## src/rtl/pxmux_pkg.sv

```systemverilog
package pxmux_pkg;
  typedef enum logic [1:0] {
    MODE_PAR = 2'b00,
    MODE_DBL = 2'b01,
    MODE_RSV = 2'b10,
    MODE_TRI = 2'b11
  } mode_e;

  localparam int CFG_BLANK = 2;
  localparam int CFG_CLKSRC = 3;
  localparam int CFG_DLY_LO = 4;
  localparam int CFG_CNT_EN = 7;

  function automatic logic [1:0] last_phase(input mode_e m);
    case (m)
      MODE_DBL: return 2'd1;
      MODE_TRI: return 2'd2;
      default:  return 2'd0;
    endcase
  endfunction
endpackage

```

## src/rtl/pxmux_phase.sv

```systemverilog
module pxmux_phase
  import pxmux_pkg::*;
(
  input  logic       clk,
  input  logic       rst_n,
  input  mode_e      mode,
  output logic [1:0] phase,
  output logic       at_last
);
  logic [1:0] last;

  always_comb begin
    last    = last_phase(mode);
    at_last = (phase >= last);
  end

  always_ff @(posedge clk) begin
    if (!rst_n)       phase <= '0;
    else if (at_last) phase <= '0;
    else              phase <= phase + 2'd1;
  end
endmodule

```

## src/rtl/pxmux_lanes.sv

```systemverilog
module pxmux_lanes
  import pxmux_pkg::*;
#(
  parameter int LANE_W = 8,
  parameter int LANES  = 3
) (
  input  mode_e                      mode,
  input  logic [1:0]                 phase,
  input  logic [LANE_W*LANES-1:0]    word,
  output logic [LANE_W-1:0]          port_a,
  output logic [LANE_W-1:0]          port_b,
  output logic [LANE_W*LANES-1:0]    par_word
);
  localparam int WORD_W = LANE_W * LANES;

  logic [LANE_W-1:0] lane [LANES];

  // lane 0 is the most significant byte
  for (genvar g = 0; g < LANES; g++) begin : g_lane
    assign lane[g] = word[WORD_W-1-g*LANE_W -: LANE_W];
  end

  always_comb begin
    port_a   = '0;
    port_b   = '0;
    par_word = '0;
    case (mode)
      MODE_PAR: begin
        port_a   = lane[0];
        port_b   = lane[LANES-1];
        par_word = word;
      end
      MODE_DBL: begin
        port_a = (phase == 2'd0) ? lane[0] : lane[1];
        port_b = lane[LANES-1];
      end
      MODE_TRI: begin
        for (int k = 0; k < LANES; k++)
          if (int'(phase) == k) port_a = lane[k];
        port_b = lane[LANES-1];
      end
      default: ;
    endcase
  end
endmodule

```

## src/rtl/pxmux_vdelay.sv

```systemverilog
module pxmux_vdelay #(
  parameter int MAX_DLY = 3,
  localparam int SEL_W = $clog2(MAX_DLY + 1)
) (
  input  logic             clk,
  input  logic             rst_n,
  input  logic             act_in,
  input  logic [SEL_W-1:0] sel,
  output logic             act_out
);
  logic [MAX_DLY:0] tap;

  assign tap[0] = act_in;

  for (genvar i = 1; i <= MAX_DLY; i++) begin : g_stage
    always_ff @(posedge clk) begin
      if (!rst_n) tap[i] <= 1'b0;
      else        tap[i] <= tap[i-1];
    end
  end

  always_comb begin
    act_out = 1'b0;
    for (int k = 0; k <= MAX_DLY; k++)
      if (int'(sel) == k) act_out = tap[k];
  end
endmodule

```

## src/rtl/pxmux_linecnt.sv

```systemverilog
module pxmux_linecnt #(
  parameter int CNT_W = 12
) (
  input  logic             clk,
  input  logic             rst_n,
  input  logic             en,
  input  logic             take,
  input  logic             act_new,
  input  logic             act_prev,
  output logic [CNT_W-1:0] line_len
);
  localparam logic [CNT_W-1:0] CNT_MAX = '1;

  logic [CNT_W-1:0] count;

  always_ff @(posedge clk) begin
    if (!rst_n) begin
      count    <= '0;
      line_len <= '0;
    end else if (en && take) begin
      if (act_new && !act_prev)        count <= {{(CNT_W-1){1'b0}}, 1'b1};
      else if (act_new && count != CNT_MAX) count <= count + 1'b1;
      if (!act_new && act_prev)        line_len <= count;
    end
  end
endmodule

```

## src/rtl/pxmux_top.sv

```systemverilog
module pxmux_top
  import pxmux_pkg::*;
#(
  parameter int LANE_W  = 8,
  parameter int LANES   = 3,
  parameter int CNT_W   = 12,
  parameter int MAX_DLY = 3
) (
  input  logic                     clk,
  input  logic                     rst_n,
  input  logic [7:0]               cfg,
  input  logic                     pix_valid,
  output logic                     pix_ready,
  input  logic [LANE_W*LANES-1:0]  pix_data,
  input  logic                     pix_act,
  output logic [LANE_W-1:0]        port_a,
  output logic [LANE_W-1:0]        port_b,
  output logic [LANE_W*LANES-1:0]  par_word,
  output logic                     act_out,
  output logic                     pclk_oe,
  output logic                     pclk_out,
  output logic [CNT_W-1:0]         line_len
);
  localparam int WORD_W = LANE_W * LANES;
  localparam int SEL_W  = $clog2(MAX_DLY + 1);

  mode_e             mode;
  logic [1:0]        phase;
  logic              take;
  logic [WORD_W-1:0] held;
  logic              act_q;

  assign mode = mode_e'(cfg[1:0]);
  assign take = pix_valid && pix_ready;

  pxmux_phase u_phase (
    .clk(clk), .rst_n(rst_n), .mode(mode), .phase(phase), .at_last(pix_ready)
  );

  always_ff @(posedge clk) begin
    if (!rst_n) begin
      held  <= '0;
      act_q <= 1'b0;
    end else if (take) begin
      held  <= (cfg[CFG_BLANK] && !pix_act) ? '0 : pix_data;
      act_q <= pix_act;
    end
  end

  pxmux_lanes #(.LANE_W(LANE_W), .LANES(LANES)) u_lanes (
    .mode(mode), .phase(phase), .word(held),
    .port_a(port_a), .port_b(port_b), .par_word(par_word)
  );

  pxmux_vdelay #(.MAX_DLY(MAX_DLY)) u_vdelay (
    .clk(clk), .rst_n(rst_n), .act_in(act_q),
    .sel(cfg[CFG_DLY_LO +: SEL_W]), .act_out(act_out)
  );

  pxmux_linecnt #(.CNT_W(CNT_W)) u_linecnt (
    .clk(clk), .rst_n(rst_n), .en(cfg[CFG_CNT_EN]), .take(take),
    .act_new(pix_act), .act_prev(act_q), .line_len(line_len)
  );

  assign pclk_oe  = cfg[CFG_CLKSRC];
  assign pclk_out = cfg[CFG_CLKSRC] && (phase == 2'd0);
endmodule

```

## config.mk

```make
export PLATFORM = sky130hd
export DESIGN_NAME = pxmux_top
export DESIGN_NICKNAME = d
export VERILOG_FILES = /design/src/rtl/pxmux_pkg.sv /design/src/rtl/pxmux_phase.sv /design/src/rtl/pxmux_lanes.sv /design/src/rtl/pxmux_vdelay.sv /design/src/rtl/pxmux_linecnt.sv /design/src/rtl/pxmux_top.sv
export SDC_FILE = /design/constraint.sdc
export NUM_CORES = 1
export LEC_CHECK = 0
export ABC_CLOCK_PERIOD_IN_PS = 3100
export BUFFER_PORTS_ARGS = -buffer_cell sky130_fd_sc_hd__buf_2
export CORE_MARGIN = 4
export CORE_UTILIZATION = 58
export CTS_BUF_LIST = sky130_fd_sc_hd__clkbuf_2
export DETAILED_ROUTE_END_ITERATION = 6
export GPL_TIMING_DRIVEN = 0
export HOLD_SLACK_MARGIN = 0.05
export PLACE_DENSITY = 0.88
export SLEW_MARGIN = 20
export SYNTH_ARGS = -nofsm -noshare
export SYNTH_HDL_FRONTEND = slang
export SYNTH_SLANG_ARGS = --single-unit
```

## constraint.sdc

```tcl
create_clock -name clk -period 3.1 [get_ports clk]
set_clock_uncertainty 0.05 [all_clocks]
set_input_delay 0.155 -clock clk [delete_from_list [all_inputs] [get_ports clk]]
set_output_delay 0.155 -clock clk [all_outputs]
set_load 0.005 [all_outputs]
```

# After elaboration in Yosys (flattened, before gate mapping)
# Index checks and enable logic that the tools add are counted.
[word_totals]
regBits = 54
input_bits = 36
out_inout_bits = 56
wordCells = 53
[op_classes]
addsub = 2
magnitude_cmp = 1
n_eq_ne = 8
mux = 15
bitwise = 1
n_reduce_logical = 18
[op_table]
columns = ["op", "count"]
rows = [
  ["2-to-1 mux 24 bit", 2],
  ["2-to-1 mux 8 bit", 5],
  ["2-to-1 mux 12 bit", 2],
  ["case mux 8 bit (3 select lines)", 1],
  ["adder 12 x 1 -> 12 bit (second input constant)", 1],
  ["inequality test 12 bit (second input constant)", 1],
  ["== test 2 bit (second input constant)", 5],
  ["zero test 2 bit", 4],
  ["logical AND 1 bit", 7],
  ["== test 2 x 1 -> 1 bit (second input constant)", 2],
  ["2-to-1 mux 1 bit", 4],
  ["case mux 2 bit (2 select lines)", 1],
  ["AND reduction 2 bit", 2],
  ["OR reduction 3 bit", 1],
  ["adder 2 x 1 -> 2 bit (second input constant)", 1],
  [">= comparator 2 bit", 1],
  ["zero test 1 bit", 2],
  ["nonzero test 2 bit", 1],
  ["OR reduction 2 bit", 1],
  ["inverter 1 bit", 1],
]

# Logic depth before layout (Yosys ltp)
[depth]
word_depth = 6
mapped_depth = 10
depth_no_buf = 7

# By module
# From an unflattened synthesis, not the netlist that was laid out.
[hier_totals]
hier_cells = 329
hier_area_um2 = 2950.3
[by_module_without_submodules]
columns = ["mod", "instances", "cells_per_inst", "area_per_inst_um2", "seq_area_each_um2"]
rows = [
  ["pxmux_linecnt", 1, 141, 1157.4, 480.5],
  ["pxmux_top", 1, 95, 1023.5, 500.5],
  ["pxmux_lanes", 1, 73, 540.5, 0.0],
  ["pxmux_phase", 1, 13, 127.6, 40.0],
  ["pxmux_vdelay", 1, 7, 101.3, 60.1],
]

# Worst setup path before layout
# Ideal clock, no wire load.
[synth_path]
path_type = "input port to flip-flop"
start = "in cfg[1]"
end = "reg held[12]"
setup_time_ps = 118
arrival_time_ps = 1673
t_required_ps = 2932
slack_ps = 1259
path_stages = 10
path_buffers = 3
cell_sequence = "clkbuf_1 > nor2b_1 > ha_1 > nand2b_1 > o21a_4 > and2_4 > buf_6 > buf_12 > nand3_2 > a21boi_2"
[synth_via]
elab_chain_len = 4
word_cells_on_any_way = 5
classes_between = "1 x order compare; 2 x eq/ne; 1 x mux; 1 x reduce/logical"
[synth_lines]
columns = ["element", "line_no", "text"]
rows = [
  ["from (decl)", "pxmux_top.sv:11", "input logic [7:0] cfg,"],
  ["== test 2 bit / == test 2 x 1 -> 1 bit (equally long branches)", "pxmux_pkg.sv:15", "case (m)"],
  ["case mux 2 bit (2 select lines) *", "pxmux_pkg.sv:15", ""],
  [">= comparator 2 bit *", "pxmux_phase.sv:14", "at_last = (phase >= last);"],
  ["net pix_ready", "pxmux_top.sv:13", "output logic pix_ready,"],
  ["logical AND 1 bit *", "pxmux_top.sv:34", "assign take = pix_valid && pix_ready;"],
  ["to (signal assigned)", "pxmux_top.sv:45", "held <= (cfg[CFG_BLANK] && !pix_act) ? '0 : pix_data;"],
  ["to (decl)", "pxmux_top.sv:30", "logic [WORD_W-1:0] held;"],
]
# The timed path passes the listed nets; every way through them passes the cells marked *.
# A chain may end at the register's enable or synchronous reset.

# Worst setup path after layout
[layout_path]
start = "reg u_phase.phase[0]"
end = "out port_a[4]"
[layout_via]
elab_chain_len = 5
word_cells_on_any_way = 9
classes_between = "2 x eq/ne; 5 x mux; 2 x reduce/logical"
[layout_lines]
columns = ["element", "line_no", "text"]
rows = [
  ["from (decl)", "pxmux_phase.sv:7", "output logic [1:0] phase,"],
  ["from (signal assigned)", "pxmux_phase.sv:20", "else phase <= phase + 2'd1;"],
  ["zero test 2 bit", "pxmux_lanes.sv:39", "if (int'(phase) == k) port_a = lane[k];"],
  ["2-to-1 mux 8 bit (3 in series)", "pxmux_lanes.sv:39", ""],
  ["case mux 8 bit (3 select lines) *", "pxmux_lanes.sv:27", "case (mode)"],
  ["to (decl)", "pxmux_top.sv:16", "output logic [LANE_W-1:0] port_a,"],
]
# Every way passes the cells marked *; elsewhere a longest branch is shown, timed or not.

==> key figures <==
Outcome
  • Outcome: finished clean

Timing
  • Worst rel slew slack: 66.67%
  • WHS: 73.69 ps
  • Setup tns final: 0 ps
  • Slew @ Worst Pin: ~500 ps
  • Hold Violations, Final: 0
  • RSZ-0062 raised after global routing: no
  • Fin crit share: approximately 83%
  • Setup violators final: 0
  • Fmax: between 300 and 400 MHz
  • Final worst path period need: about 2600 ps
  • Max-slew violation count: 0

Yosys
  • Synthesized area: between 0.003 and 0.004 mm²
  • Post-synthesis cell count: 357
  • Sequential area share after synthesis: 33.91%
  • Mux share of post-synthesis cell area: under 10%
  • Synth warn: 0
  • Compound-cell area share of the yosys netlist: around 20%
  • Largest family of logic cells by synthesized area: simple AND/OR/NAND/NOR gates
  • Area share of fa/ha/maj cells after synthesis: between 1.5 and 2%
  • Unique masters post-synth: 41
  • Mapped Nets: around 400
  • Yosys reg bits: 54
  • Synth Area in XOR/XNOR: 0%
  • Syn Area/Cell: 8.930 µm²
  • Synth Area in Simple Gates: approximately 31%

Detailed routing
  • DR WL/cell: 16.44 µm
  • Final ANT Viol Nets: 0
  • Via count: between 3000 and 4000
  • Drt first-iter violations: roughly 260
  • Remaining DRCs: 0
  • DR vias/cell: around 5.6
  • First-pass DRT Iterations: 5
  • Overall routed net length: ~9000 µm

Pwr
  • PwrDens: roughly 320 mW/mm²
  • IR drop worst, VDD: roughly 0.28 mV
  • Pwr Total: 1.299 mW
  • P_leak: 1.841 nW

Placed design
  • RePlAce Congestion: between 0.9 and 1
  • Number of I/O port buffers: ~90
  • Detailed placer's ending HPWL: about 6400 µm
  • Cell count after placement: approximately 520

Critical path
  • Reg2reg setup slack: between 700 and 800 ps
  • Crit path cell chain: inv_1 -> ha_1 -> clkbuf_1 -> nand2b_1 -> buf_2 -> mux2i_1 -> o22ai_1 -> buf_2
  • CP Buf/Inv Count: 4
  • Maximum fanout along the worst path: 10
  • Critical Path Most Common Cell: buf_2
  • Startpoint Class: flop
  • R2r endpoint: held[7]
  • Family with the most delay on the worst path: buffers and inverters
  • Critical Path Max Stage Delay: approximately 400 ps
  • Crit path required time: about 2900 ps
  • Critical Path Stages: 8
  • CP Class: reg2out
  • Slowest cell on crit path: dfxtp_1
  • Cells on worst reg2reg path: 9
  • Worst EP arrival: about 2400 ps
  • Crit path capture type: primary output
  • Reg-to-Reg Start: u_phase.phase[0]

Floorplanning
  • IO Pins: 92
  • Core Footprint: 0.005205 mm²
  • FP Rows: 26
  • Horiz. Die Dim: ~80 µm
  • Initial core utilization: about 61%
  • DIE AREA: roughly 0.0067 mm²
  • Die Y: approximately 82 µm

Global route
  • Number of antenna violations at the first check in global routing: 0
  • Grt total ovfl: 0
  • Global-route wire length before repair: around 15000 µm
  • All-layer global routing usage: between 20 and 30%
  • Pin count of the biggest net entering global routing: 19
  • Number of global-route vias before repair: ~3100

Clock network
  • CTS tree: built
  • Reg clk slew, reported paths: about 280 ps
  • Longest Clk Path Bufs: 2
  • H-Tree Depth: 2
  • Clk sinks: between 50 and 60
  • CTS Root Cell: clkbuf_2
  • Clk_lat worst skew: ~450 ps
  • CTS Hold Buffers Added: 30
  • Setup bufs post-CTS: 0
  • # resized after CTS: 0
  • Cts bufs inserted: 5

Hold path
  • WHS Path Cells: 4
  • Min-Delay Path Class: in2reg
  • Min-Delay Endpoint: u_linecnt.line_len[1]
  • Hold Crit Start: cfg[7]

Cells and area
  • N_diodes: 0
  • Share of cells above drive strength 1: 32.16%
  • Nets: about 530
  • Area Growth Syn to Fin: 27.98%
  • Post-route insts no fill: 555

Flow run
  • MaxCap Viol Count: 0
==> report_power, final <==
group / switching (mW) / internal [mW] / leakage [nW]
Sequential: 0.0220 / 0.717 / 0.438
Clock: 0.233 / 0.0577 / 0.0256
Combinational: 0.137 / 0.133 / 1.38
==> worst register-to-register path, stage by stage, from the launching register on <==
cell,delay [ps]
dfxtp_1,410
inv_1,90
ha_1,290
nand2b_1,180
o21a_4,240
and2_4,160
buf_6,130
nand3_1,80
a21boi_1,70
dlygate4sd3_1,560
==> area by class of cell <==
class	count	area [µm²]
plain buffers	28	172.7
clock buffers	5	25.02
clock inverters	3	23.77
fillers	351	1125
inverters	6	22.52
multi-input cells	269	1912
flip-flops and latches	54	1081
well taps	70	87.58
repair buffers	120	755.7
==> sequential cells by signal, summed over array words and instances, names as in the netlist <==
name / flops
held: 24
u_linecnt.count: 12
u_linecnt.line_len: 12
u_vdelay.tap: 3
u_phase.phase: 2
act_q: 1
==> per-layer routing <==
metal	up-vias	routed length (µm)	GRT usage, %
met1	1441	3726	34.32
met5	-	0	0
met4	0	203	9.468
met2	165	4480	49.43
li1	1503	-	-
met3	20	713	6.182
==> layout by cell type, fill, tap and decap left out, types with 5 or more instances in the layout <==
master | synthesis | routed
a21boi_1 | 7 | 7
a21boi_2 | 20 | 20
a21oi_1 | 20 | 20
and2_1 | 37 | 37
and3_1 | 7 | 7
buf_2 | 4 | 93
clkbuf_1 | 16 | 16
clkbuf_2 | 0 | 5
dfxtp_1 | 54 | 54
dlygate4sd3_1 | 0 | 31
ha_1 | 5 | 5
inv_1 | 6 | 6
mux2i_1 | 20 | 20
nand2_1 | 49 | 49
nand2b_1 | 5 | 5
nand3_1 | 8 | 8
nand3_2 | 20 | 20
nand3b_1 | 9 | 9
nor2_1 | 5 | 5
nor2b_1 | 15 | 15
o221a_1 | 5 | 5
o22ai_1 | 9 | 9
==> through the flow <==
stage	instance area [µm²]	setup WS (ps)	util, %
after floorplan	3188	1259	-
after global placement	3721	927.0	71.49
after detailed placement	3721	864.0	71.49
after CTS	4070	537.9	78.20
after global routing	4080	343.5	78.39
final	4080	525.1	78.39
==> cell usage after synthesis, drive strengths merged <==
library cell	instances	share of area, %
o31ai	2	0.47
mux4	1	0.71
o211ai	3	0.86
o21ai	5	0.78
mux2i	20	6.3
nand2	50	6.0
nand3b	9	2.1
clkbuf	16	1.9
a21oi	20	3.1
nand3	28	7.5
and2	38	7.5
buf	12	3.5
nor2	5	0.59
nor2b	15	2.9
o21a	1	0.47
nand4	4	1.3
inv	6	0.71
and4	2	0.55
a311oi	1	0.27
nor3	1	0.16
o22ai	9	1.8
nand2b	5	0.98
a41o	1	0.31
dfxtp	54	34
a21boi	27	8.7
ha	5	2.0
and3	7	1.4
o221a	5	1.8
o211a	2	0.86
a31oi	3	0.59
==> worst max path at each step <==
stage                                 from                    end  slack [ps]
after floorplan                     cfg[1]               held[12]        1260
after global placement              cfg[1]               held[20]         930
after detailed placement            cfg[1]  u_linecnt.line_len[7]         860
after CTS                 u_phase.phase[0]              port_a[4]         540
after global routing      u_phase.phase[0]              port_a[1]         340
final                     u_phase.phase[0]              port_a[4]         530
==> cell families (layout without fill, tap and decap cells) <==
| family | after synthesis | count (layout) |
|---|---|---|
| flops | 54 | 54 |
| simple gates | 164 | 164 |
| fa+ha+maj | 5 | 5 |
| compound gates | 79 | 79 |
| mux | 21 | 21 |
| buf+inv | 34 | 162 |
Power figures use the tool's default switching activity.
